--- config.mk ---
export PLATFORM = sky130hd
export DESIGN_NAME = wdg_top
export DESIGN_NICKNAME = d
export VERILOG_FILES = /design/src/rtl/wdg_pkg.sv /design/src/rtl/wdg_prescaler.sv /design/src/rtl/wdg_key_seq.sv /design/src/rtl/wdg_regs.sv /design/src/rtl/wdg_core.sv /design/src/rtl/wdg_top.sv
export SDC_FILE = /design/constraint.sdc
export NUM_CORES = 1
export LEC_CHECK = 0
export BUFFER_PORTS_ARGS = -buffer_cell sky130_fd_sc_hd__buf_4
export CAP_MARGIN = 20
export CORE_MARGIN = 2
export CORE_UTILIZATION = 60
export CTS_CLUSTER_DIAMETER = 30
export DETAILED_ROUTE_END_ITERATION = 10
export MAX_ROUTING_LAYER = met4
export PLACE_DENSITY_LB_ADDON = 0.12
export REMOVE_ABC_BUFFERS = 1
export SYNTH_ARGS = -nofsm -noshare
export SYNTH_HDL_FRONTEND = slang
export SYNTH_SLANG_ARGS = --single-unit
--- constraint.sdc ---
create_clock -name clk -period 4.56 [get_ports clk]
set_input_delay 0.684 -clock clk [delete_from_list [all_inputs] [get_ports clk]]
set_output_delay 0.684 -clock clk [all_outputs]
set_load 0.01 [all_outputs]
--- src/rtl/wdg_pkg.sv ---
package wdg_pkg;

   localparam int ADDR_W  = 3;
   localparam int PRESC_W = 5;

   // register indices
   localparam logic [ADDR_W-1:0] A_CTRL    = 3'd0;
   localparam logic [ADDR_W-1:0] A_TIMEOUT = 3'd1;
   localparam logic [ADDR_W-1:0] A_WINDOW  = 3'd2;
   localparam logic [ADDR_W-1:0] A_SERVICE = 3'd3;
   localparam logic [ADDR_W-1:0] A_LOCK    = 3'd4;
   localparam logic [ADDR_W-1:0] A_STATUS  = 3'd5;
   localparam logic [ADDR_W-1:0] A_COUNT   = 3'd6;

   typedef enum logic [1:0] {
      RESP_RESET     = 2'd0,
      RESP_IRQ       = 2'd1,
      RESP_IRQ_RESET = 2'd2,
      RESP_RESET_ALT = 2'd3
   } resp_e;

   typedef struct packed {
      logic               lp_halt;
      logic [PRESC_W-1:0] presc;
      resp_e              resp;
      logic               win_en;
      logic               en;
   } ctrl_t;

   localparam int CTRL_W = $bits(ctrl_t);

endpackage

--- src/rtl/wdg_prescaler.sv ---
module wdg_prescaler #(
   parameter int PW      = 5,
   parameter bit USE_DIV = 1'b1
) (
   input  logic          clk,
   input  logic          rst_n,
   input  logic          run,
   input  logic          slow_tick,
   input  logic [PW-1:0] div_m1,
   output logic          tick
);

   generate
      if (USE_DIV) begin : g_div
         logic [PW-1:0] pcnt_q;
         logic          hit;

         assign hit = (pcnt_q >= div_m1);

         always_ff @(posedge clk or negedge rst_n) begin
            if (!rst_n)         pcnt_q <= '0;
            else if (!run)      pcnt_q <= '0;
            else if (slow_tick) pcnt_q <= hit ? '0 : pcnt_q + 1'b1;
         end

         assign tick = run && slow_tick && hit;
      end else begin : g_direct
         assign tick = run && slow_tick;
      end
   endgenerate

endmodule

--- src/rtl/wdg_key_seq.sv ---
module wdg_key_seq #(
   parameter int            KW   = 16,
   parameter logic [KW-1:0] KEY1 = 16'hB00C,
   parameter logic [KW-1:0] KEY2 = 16'h4FF3
) (
   input  logic          clk,
   input  logic          rst_n,
   input  logic          wr,
   input  logic [KW-1:0] val,
   output logic          ok
);

   logic armed_q;

   // any write while armed ends the attempt, matched or not
   always_ff @(posedge clk or negedge rst_n) begin
      if (!rst_n)  armed_q <= 1'b0;
      else if (wr) armed_q <= !armed_q && (val == KEY1);
   end

   assign ok = wr && armed_q && (val == KEY2);

endmodule

--- src/rtl/wdg_regs.sv ---
module wdg_regs
   import wdg_pkg::*;
#(
   parameter int            DW          = 32,
   parameter int            CW          = 32,
   parameter int            KW          = 16,
   parameter logic [KW-1:0] UNLOCK      = 16'hD1A7,
   parameter logic [CW-1:0] DEF_TIMEOUT = 'hFFFF,
   parameter bit            EN_RST      = 1'b0
) (
   input  logic              clk,
   input  logic              rst_n,
   input  logic              wr,
   input  logic [ADDR_W-1:0] addr,
   input  logic [DW-1:0]     wdata,
   output logic [DW-1:0]     rdata,
   input  logic [CW-1:0]     cnt,
   input  logic              irq_flag,
   output ctrl_t             ctrl,
   output logic [CW-1:0]     tmo,
   output logic [CW-1:0]     win,
   output logic              soft_lock,
   output logic              hard_lock,
   output logic              svc_wr,
   output logic              stat_clr
);

   logic locked;
   assign locked = soft_lock || hard_lock;

   always_ff @(posedge clk or negedge rst_n) begin
      if (!rst_n) begin
         ctrl      <= '{lp_halt: 1'b0, presc: '0, resp: RESP_RESET,
                        win_en: 1'b0, en: EN_RST};
         tmo       <= DEF_TIMEOUT;
         win       <= '0;
         soft_lock <= 1'b0;
         hard_lock <= 1'b0;
      end else if (wr) begin
         case (addr)
            A_CTRL:    if (!locked) ctrl <= ctrl_t'(wdata[CTRL_W-1:0]);
            A_TIMEOUT: if (!locked) tmo  <= wdata[CW-1:0];
            A_WINDOW:  if (!locked) win  <= wdata[CW-1:0];
            A_LOCK: begin
               if (wdata[KW-1:0] == UNLOCK) begin
                  if (!hard_lock) soft_lock <= 1'b0;
               end else begin
                  if (wdata[KW])   soft_lock <= 1'b1;
                  if (wdata[KW+1]) hard_lock <= 1'b1;
               end
            end
            default: ;
         endcase
      end
   end

   assign svc_wr   = wr && (addr == A_SERVICE);
   assign stat_clr = wr && (addr == A_STATUS) && wdata[0];

   always_comb begin
      rdata = '0;
      case (addr)
         A_CTRL:    rdata[CTRL_W-1:0] = ctrl;
         A_TIMEOUT: rdata[CW-1:0]     = tmo;
         A_WINDOW:  rdata[CW-1:0]     = win;
         A_LOCK:    rdata[1:0]        = {hard_lock, soft_lock};
         A_STATUS:  rdata[0]          = irq_flag;
         A_COUNT:   rdata[CW-1:0]     = cnt;
         default:   ;
      endcase
   end

endmodule

--- src/rtl/wdg_core.sv ---
module wdg_core
   import wdg_pkg::*;
#(
   parameter int            CW          = 32,
   parameter logic [CW-1:0] DEF_TIMEOUT = 'hFFFF
) (
   input  logic          clk,
   input  logic          rst_n,
   input  ctrl_t         ctrl,
   input  logic [CW-1:0] tmo,
   input  logic [CW-1:0] win,
   input  logic          tick,
   input  logic          svc_ok,
   input  logic          stat_clr,
   output logic [CW-1:0] cnt,
   output logic          irq_flag,
   output logic          rst_req
);

   logic expire, violate, good_svc, fault;
   logic flag_set, rst_set;

   assign expire   = ctrl.en && tick && (cnt <= CW'(1));
   assign violate  = ctrl.en && svc_ok && ctrl.win_en && (cnt > win);
   assign good_svc = ctrl.en && svc_ok && !violate;
   assign fault    = expire || violate;

   always_comb begin
      flag_set = 1'b0;
      rst_set  = 1'b0;
      if (fault) begin
         case (ctrl.resp)
            RESP_IRQ:       flag_set = 1'b1;
            RESP_IRQ_RESET: begin
               if (irq_flag) rst_set  = 1'b1;
               else          flag_set = 1'b1;
            end
            default:        rst_set = 1'b1;
         endcase
      end
   end

   always_ff @(posedge clk or negedge rst_n) begin
      if (!rst_n) begin
         cnt      <= DEF_TIMEOUT;
         irq_flag <= 1'b0;
         rst_req  <= 1'b0;
      end else begin
         if (!ctrl.en || fault || good_svc) cnt <= tmo;
         else if (tick)                     cnt <= cnt - 1'b1;

         if (flag_set)      irq_flag <= 1'b1;
         else if (stat_clr) irq_flag <= 1'b0;

         if (rst_set) rst_req <= 1'b1;
      end
   end

endmodule

--- src/rtl/wdg_top.sv ---
module wdg_top
   import wdg_pkg::*;
#(
   parameter int               CNT_W           = 32,
   parameter int               DATA_W          = 32,
   parameter int               KEY_W           = 16,
   parameter logic [KEY_W-1:0] KEY_FIRST       = 16'hB00C,
   parameter logic [KEY_W-1:0] KEY_SECOND      = 16'h4FF3,
   parameter logic [KEY_W-1:0] UNLOCK_KEY      = 16'hD1A7,
   parameter logic [CNT_W-1:0] DEF_TIMEOUT     = 'hFFFF,
   parameter bit               ENABLE_AT_RESET = 1'b0,
   parameter bit               USE_PRESCALER   = 1'b1
) (
   input  logic              clk,
   input  logic              rst_n,
   input  logic              slow_tick,
   input  logic              lp_mode,
   input  logic              bus_wr,
   input  logic [ADDR_W-1:0] bus_addr,
   input  logic [DATA_W-1:0] bus_wdata,
   output logic [DATA_W-1:0] bus_rdata,
   output logic              irq,
   output logic              rst_req
);

   // elaboration checks
   if (DATA_W < CNT_W) begin : g_chk_data
      $error("wdg_top: DATA_W must hold the full count");
   end
   if (DATA_W < KEY_W + 2 || DATA_W < CTRL_W) begin : g_chk_fields
      $error("wdg_top: DATA_W too narrow for key and lock fields");
   end
   if (CNT_W < 2) begin : g_chk_cnt
      $error("wdg_top: CNT_W must be at least 2");
   end
   if (KEY_FIRST == KEY_SECOND) begin : g_chk_keys
      $error("wdg_top: the two service keys must differ");
   end

   ctrl_t            ctrl;
   logic [CNT_W-1:0] tmo, win, cnt;
   logic             soft_lock, hard_lock;
   logic             svc_wr, stat_clr, svc_ok, tick, run, irq_flag;

   assign run = ctrl.en && !(ctrl.lp_halt && lp_mode);

   wdg_regs #(
      .DW(DATA_W), .CW(CNT_W), .KW(KEY_W), .UNLOCK(UNLOCK_KEY),
      .DEF_TIMEOUT(DEF_TIMEOUT), .EN_RST(ENABLE_AT_RESET)
   ) i_regs (
      .clk(clk), .rst_n(rst_n), .wr(bus_wr), .addr(bus_addr),
      .wdata(bus_wdata), .rdata(bus_rdata), .cnt(cnt), .irq_flag(irq_flag),
      .ctrl(ctrl), .tmo(tmo), .win(win), .soft_lock(soft_lock),
      .hard_lock(hard_lock), .svc_wr(svc_wr), .stat_clr(stat_clr)
   );

   wdg_prescaler #(.PW(PRESC_W), .USE_DIV(USE_PRESCALER)) i_presc (
      .clk(clk), .rst_n(rst_n), .run(run), .slow_tick(slow_tick),
      .div_m1(ctrl.presc), .tick(tick)
   );

   wdg_key_seq #(.KW(KEY_W), .KEY1(KEY_FIRST), .KEY2(KEY_SECOND)) i_keys (
      .clk(clk), .rst_n(rst_n), .wr(svc_wr),
      .val(bus_wdata[KEY_W-1:0]), .ok(svc_ok)
   );

   wdg_core #(.CW(CNT_W), .DEF_TIMEOUT(DEF_TIMEOUT)) i_core (
      .clk(clk), .rst_n(rst_n), .ctrl(ctrl), .tmo(tmo), .win(win),
      .tick(tick), .svc_ok(svc_ok), .stat_clr(stat_clr), .cnt(cnt),
      .irq_flag(irq_flag), .rst_req(rst_req)
   );

   assign irq = irq_flag;

endmodule

Word-level counts from Yosys, hierarchy flattened

Index checks and enable logic that the tools add are counted.

Logic and storage cells: 87
Bits in registers: 116
Input bits: 40
Output and inout port bits: 34

Order comparisons: 3
$add $sub $neg: 2
Multiplexer cells: 20
Bitwise logic cells: 2
Equality and inequality tests: 13
Reductions and logical operators: 33

Operator list:

| operator              | count |
|---|---|
| $pmux 22 s3           | 1 |
| $mux 32               | 2 |
| $eq 16x16->1 const B  | 2 |
| $gt 32x32->1          | 1 |
| $le 32x1->1 const B   | 1 |
| $pmux 8 s4            | 1 |
| $sub 32x1->32 const B | 1 |
| $eq 16x15->1 const B  | 1 |
| $logic_and 1x1->1     | 16 |
| $mux 5                | 3 |
| $eq 3x3->1 const B    | 3 |
| $mux 1                | 9 |
| $reduce_and 3->1      | 3 |
| $reduce_and 4->1      | 2 |
| $eq 3x2->1 const B    | 2 |
| $pmux 1 s6            | 1 |
| $reduce_bool 2->1     | 3 |
| $add 5x1->5 const B   | 1 |
| $ge 5x5->1            | 1 |
| $pmux 1 s5            | 1 |
| $logic_not 1->1       | 4 |
| $logic_or 1x1->1      | 4 |
| $ne 2x2->1 const B    | 2 |
| $pmux 1 s2            | 2 |
| other kinds (5)       | 6 |

Longest topological paths before layout

Gate-level depths: netlist of the first run.

Depth in word-level cells: 11
Gate-level depth with buffers: 10
Gate-level depth less buffers: 8

Cells and area by module

A second synthesis of the first run with hierarchy kept.

Cell total of the unflattened synthesis: 661
Area, all modules: 7,394.6 um2

By module, submodules not included:

| module        | cells each | area each (um2) | seq. area each (um2) | instances |
|---|---|---|---|---|
| wdg_regs      | 273        | 4,017.6         | 1,921.8              | 1 |
| wdg_core      | 329        | 2,854.0         | 870.8                | 1 |
| wdg_prescaler | 42         | 376.6           | 125.1                | 1 |
| wdg_key_seq   | 16         | 135.1           | 25.0                 | 1 |
| wdg_top       | 1          | 11.3            | 0.0                  | 1 |

Worst setup path after synthesis of the first run

No wires, ideal clock.

Path kind: input -> output
Start point: input port bus_addr[2]
End point: output port bus_rdata[13]
Path slack: 2.015 ns
Arrival: 1.861 ns
Cell stages on the path: 4
Cell sequence: clkbuf_1 -> buf_1 -> mux2i_1 -> o21ai_0

Cells in the longest elaborated chain, start to end: 2

RTL lines:

| what                                     | RTL line       | text |
|---|---|---|
| start, declared                          | wdg_top.sv:19  | `input logic [ADDR_W-1:0] bus_addr,` |
| $eq 3x3->1, or another cell as far along | wdg_regs.sv:62 | `case (addr)` |
| $pmux 22 s3 (*)                          | wdg_regs.sv:62 |  |
| end, declared                            | wdg_top.sv:21  | `output logic [DATA_W-1:0] bus_rdata,` |

Mark *: on every way between the ends. The rest lies on a longest branch, timed or not.

Final worst setup path of the first run

Start point: input port bus_addr[1]
End point: output port bus_rdata[17]

Same word-level chain as after synthesis.

==> results.py, run 1 <==
metrics = {
    "synthesis": {
        "yosysMostFrequentCell": "nand2_1",
        "netlist_area_um2": 7090,
        "synthFlopType": "dfrtp_1",
        "synth.top_cell.area_share_pct": 29.7,
        "ys_seq_elements": 116,
        "syn_inst": 714,
        "ys_seq_area_share_pct": 41.5,
        "synth_edf_count": 0,
        "synth_common_cells": "nand2_1, dfrtp_1, o21ai_0",
        "ys_types": 59,
        "async_flop_share_pct": 100,
        "syn_area_per_cell_um2": 9.93,
        "synth_area_leaders": "dfrtp_1, dfstp_2, mux2_2, ha_1, o21ai_0",
        "ys_warn_count": 0,
        "yosysTopAreaCell": "dfrtp_1",
    },
    "route": {
        "drcViolationCount": 0,
        "wl_per_cell_um": 19.6,
        "drt-vias-per-instance": 6.16,
        "vias": 5791,
        "antenna_left": 0,
        "drt_pass1_iterations": 5,
        "wl_um": 18400,
        "drt_iter0_markers": 381,
    },
    "clocking": {
        "holdBufCountCts": 0,
        "htreeDepth": 4,
        "cts_buffers": 17,
        "post_cts_buffers": 0,
        "cts_resized": 0,
        "clkTransAtPathRegs_ps": 50,
        "cts_root_buffer": "clkbuf_16",
        "cts_tree": "done",
        "cts_sinks": 116,
        "clk_latency_ps": 430,
        "clock_path_buffers": 2,
    },
    "pwr": {
        "max-vdd-ir-drop_mv": 0.470,
        "switchingPower_mw": 1.75,
        "powerDensity_nw_per_um2": 597,
        "power_frac_seq_pct": 36.8,
        "power_leakage_nw": 3.71,
        "combPwrFrac_pct": 33.0,
        "clkPwrFrac_pct": 30.2,
        "internal_power_mw": 3.28,
        "switching_share_pct": 34.7,
    },
    "placed_design": {
        "hpwl_um": 12600,
        "place_area_um2": 7750,
        "io_buffers": 73,
        "gp_congestion": 0.847,
    },
    "floorplanning": {
        "chipWidth_um": 113,
        "io_pins": 74,
        "initial_core_util_pct": 61.8,
        "placementRows": 39,
        "die_height_um": 113,
        "die_area_um2": 12700,
        "core_area_um2": 11500,
    },
    "sta": {
        "finalSetupViolations": 0,
        "skew_ps": 7.97,
        "relSlewSlack_pct": 40.7,
        "fin_tns_setup_ps": 0,
        "period_minus_slack_ps": 3070,
        "fmax_ghz": 0.326,
        "rsz0062_at_grt": "false",
        "slew_violations": 0,
        "worstMarginPinSlew_ps": 889,
        "timing_hold_violations_final": 0,
        "min_period_over_period_pct": 67.3,
    },
    "grt": {
        "antenna_found_initial": 0,
        "grtUsageTotal_pct": 31.5,
        "grt_max_degree": 68,
        "grt_pass1_wl_um": 30100,
        "grt_pass1_vias": 6054,
        "grt_overflow_total": 0,
    },
    "setup_path": {
        "cp.required_ps": 3880,
        "crit_type": "primary input to output pin",
        "worst_setup_path_end_kind": "output pin",
        "cp-start-kind": "primary input",
        "arrival_ps": 2380,
        "cp_max_fo": 18,
    },
    "final_layout": {
        "syn_to_final_growth_pct": 18.9,
        "antenna_cells": 0,
        "fin_nets": 866,
        "drive_above_1_share_pct": 29.1,
        "fin_area_um2": 8430,
    },
    "job": {
        "maxCapViolCount": 0,
    },
    "run_status": {
        "status": "completed",
    },
    "worst_hold_path": {
        "hp-class": "primary input to asynchronous set/reset pin",
    },
}
-- registers in the layout (all words and copies together) (netlist names) --
name / flops
i_core.cnt: 32
i_regs.tmo: 32
i_regs.win: 32
i_regs.ctrl: 10
i_presc.g_div.pcnt_q: 5
i_core.irq_flag: 1
i_core.rst_req: 1
i_keys.armed_q: 1
i_regs.hard_lock: 1
i_regs.soft_lock: 1
-- metal layers --
| metal | vias up | share of wire (%) | GRT usage (%) |
|---|---|---|---|
| met4 | 0 | 3.1 | 14.8 |
| met1 | 2884 | 41 | 36.5 |
| met2 | 161 | 51 | 52.6 |
| met5 | - | 0 | - |
| li1 | 2697 | - | - |
| met3 | 49 | 5.0 | 6.53 |
-- worst paths after layout --
check	start	to	slack, ps	depth (start not counted)
max in group asynchronous	rst_n	i_regs.tmo[7]	3260	2
min	rst_n	i_regs.win[13]	380	1
max reg2reg	i_presc.g_div.pcnt_q[0]	i_core.cnt[16]	1810	10
min reg2reg	i_regs.tmo[5]	i_core.cnt[5]	490	2
min in group clk	bus_wdata[31]	i_regs.win[31]	490	2
max	bus_addr[1]	bus_rdata[17]	1490	7
-- logic make-up after synthesis --
logic type,synth area share [%]
AND/OR/NAND/NOR,16.0
AO/OA/AOI/OAI,10.5
flip-flops,41.5
multiplexers,15.9
buffers and inverters,4.61
adder cells (fa/ha/maj),7.41
XOR/XNOR,4.08
-- area by class of cell --
class                   count  area, µm²
flip-flops and latches    116       2940
clock buffers              24        512
fillers                   831       3040
multi-input cells         520       3820
well taps                 143        179
inverters                  44        165
repair buffers             85        638
clock inverters             8        168
-- worst max-delay path, stage by stage --
cell	delay (ps)
buf_4	180
nand2b_1	230
nor2_2	530
buf_4	400
nand2_1	80
o21ai_0	100
buf_4	160
-- power by group through the flow --
stage / logic (mW) / clock network [mW] / registers [mW]
final: 1.66 / 1.52 / 1.85
after global routing: 1.86 / 1.59 / 1.90
after CTS: 1.66 / 1.54 / 1.84
after detailed placement: 1.64 / 0 / 1.85
after global placement: 1.58 / 0 / 1.83
after floorplan: 1.16 / 0 / 1.73
-- layout by cell type, fill, tap and decap left out, types with 24 or more instances in the layout --
cell / count
o21ai_0: 74
mux2_2: 70
nand2_1: 93
dfstp_2: 32
mux2i_1: 24
dfrtp_1: 84
buf_4: 85
ha_1: 42
xnor2_1: 29
inv_1: 44
-- per-stage QoR --
stage | util, % | hold slack [ps] | cells | power, mW | worst slack, ps
global placement | 67.6 | 468 | 908 | 3.41 | 1650
CTS | 73.5 | 397 | 940 | 5.04 | 1500
floorplan | - | 388 | 680 | 2.89 | 1360
finish | 73.5 | 378 | 940 | 5.03 | 1490
detailed placement | 67.6 | 483 | 908 | 3.49 | 1520
global route | 73.5 | 446 | 940 | 5.35 | 1380
No activity file was read; power rests on OpenSTA's default activity.
==> run 2: changes to the inputs <==
==> constraint.sdc (replaced) <==
create_clock -name clk -period 3.2 [get_ports clk]
set_input_delay 0.48 -clock clk [delete_from_list [all_inputs] [get_ports clk]]
set_output_delay 0.48 -clock clk [all_outputs]
set_load 0.01 [all_outputs]
==> results.py, run 2 (synthesis results as in run 1) <==
metrics = {
    "run_status": {
        "status": "completed",
    },
    "setup_path": {
        "crit_start": "i_core.cnt[18]",
        "cp.required_ps": 3480,
        "arrival_ps": 3070,
        "cp_max_fo": 34,
        "r2r_cells": 6,
        "worst_setup_path_end_kind": "register",
        "r2r-end": "i_core.cnt[30]",
        "crit_type": "register to register",
        "r2r-start": "i_core.cnt[18]",
        "cp-start-kind": "register",
        "ff2ff_setup_slack_ps": 410,
    },
    "final_layout": {
        "fin_util_pct": 73.6,
        "seq_area_um2": 2940,
        "final_cell_mix": "nand2_1, buf_4, dfrtp_1",
        "syn_to_final_growth_pct": 19.0,
        "num-fill-cells": 810,
        "antenna_cells": 0,
        "instances_no_fill": 944,
        "top_regs": "i_core.cnt (32), i_regs.tmo (32), i_regs.win (32)",
        "drive_above_1_share_pct": 29.5,
        "multi_input_area_um2": 3820,
        "fin_nets": 870,
        "final_common_cell": "nand2_1",
    },
    "sta": {
        "slew_violations": 0,
        "worstMarginPinSlew_ps": 707,
        "rsz0062_at_grt": "false",
        "fmax_ghz": 0.359,
        "fin_tns_setup_ps": 0,
        "whs_ps": 113,
        "min_period_over_period_pct": 87.2,
        "timing_hold_violations_final": 0,
        "period_minus_slack_ps": 2790,
        "skew_ps": 6.72,
        "setup_slack_ps": 411,
        "relSlewSlack_pct": 52.8,
        "finalSetupViolations": 0,
    },
    "route": {
        "wl_um": 18700,
        "drt_pass1_iterations": 5,
        "vias": 5757,
        "wl_per_cell_um": 19.8,
        "drt_iter0_markers": 391,
        "drt-vias-per-instance": 6.10,
        "drcViolationCount": 0,
        "antenna_left": 0,
    },
    "pwr": {
        "powerDensity_nw_per_um2": 841,
        "combPwrFrac_pct": 33.5,
        "clkPwrFrac_pct": 29.1,
        "max-vdd-ir-drop_mv": 0.501,
        "switching_share_pct": 35.2,
        "power_leakage_nw": 3.72,
        "power_frac_seq_pct": 37.3,
        "switchingPower_mw": 2.50,
        "internal_power_mw": 4.59,
    },
    "clocking": {
        "cts_resized": 0,
        "htreeDepth": 4,
        "clk_latency_ps": 430,
        "cts_buffers": 17,
        "cts_sinks": 116,
        "clkTransAtPathRegs_ps": 60,
        "cts_root_buffer": "clkbuf_16",
        "holdBufCountCts": 0,
        "cts_tree": "done",
        "post_cts_buffers": 0,
        "clock_path_buffers": 2,
    },
    "placed_design": {
        "io_buffers": 73,
        "dp.cells": 912,
        "post-place-ws_ps": 456,
        "hpwl_um": 12800,
        "gp_congestion": 0.943,
    },
    "grt": {
        "antenna_found_initial": 0,
        "grtUsageTotal_pct": 31.3,
        "grt_pass1_vias": 5797,
        "grt_pass1_wl_um": 29800,
        "grt_max_degree": 66,
        "grt_overflow_total": 0,
    },
    "job": {
        "maxCapViolCount": 0,
    },
    "floorplanning": {
        "core_area_um2": 11500,
        "die_height_um": 113,
        "initial_core_util_pct": 61.8,
        "chipWidth_um": 113,
        "placementRows": 39,
        "io_pins": 74,
        "die_area_um2": 12700,
    },
    "worst_hold_path": {
        "hp-class": "primary input to asynchronous set/reset pin",
    },
}
[run 2: changes by cell type in the layout (fill, tap and decap cells not counted), sizes merged]
cell	change
bufinv	-1
buf	+4
clkinv	+2
clkbuf	-1
[run 2: through the flow]
step	power [mW]	instance area (µm²)
2_1_floorplan	4.12	6930
3_3_place_gp	4.87	7790
3_5_place_dp	4.98	7790
4_1_cts	7.10	8430
5_1_grt	7.50	8430
6_report	7.09	8430
[run 2: how the worst max path moves through the flow]
stage / cells past startpoint / slack (ps) / endpoint
6_report: 6 / 410 / i_core.cnt[30]
4_1_cts: 6 / 420 / i_core.cnt[30]
2_1_floorplan: 7 / 130 / i_core.cnt[1]
5_1_grt: 7 / 240 / i_core.cnt[10]
3_3_place_gp: 6 / 560 / i_core.cnt[25]
3_5_place_dp: 6 / 460 / i_core.cnt[24]
[run 2: final cells by class]
cell class              instances  area share (%)
multi-input cells             520            45.3
flip-flops and latches        116            34.9
repair buffers                 89            8.07
clock buffers                  23            5.90
well taps                     143            2.12
inverters                      44            1.96
clock inverters                 9            1.75
[run 2: worst max-delay path, cell delays in order, from the launching register on]
cell     delay (ps)
dfrtp_1         430
or4_4           580
nor4_4          330
nand4_1         220
o31ai_4         470
buf_4           420
o21ai_0         180
[run 2: metal layers]
layer	share of wire, %	global-route usage, %	vias to the layer above
met2	50	50.9	216
li1	-	-	2702
met5	0	-	-
met4	2.7	11.1	0
met1	41	38.4	2798
met3	6.5	7.61	41
[run 2: power by group through the flow]
stage                     Clock (mW)  Sequential [mW]  Combinational [mW]
after floorplan                    0             2.47                1.65
after global placement             0             2.61                2.25
after detailed placement           0             2.65                2.34
after CTS                       2.09             2.64                2.38
after global routing            2.14             2.72                2.64
final                           2.07             2.65                2.38
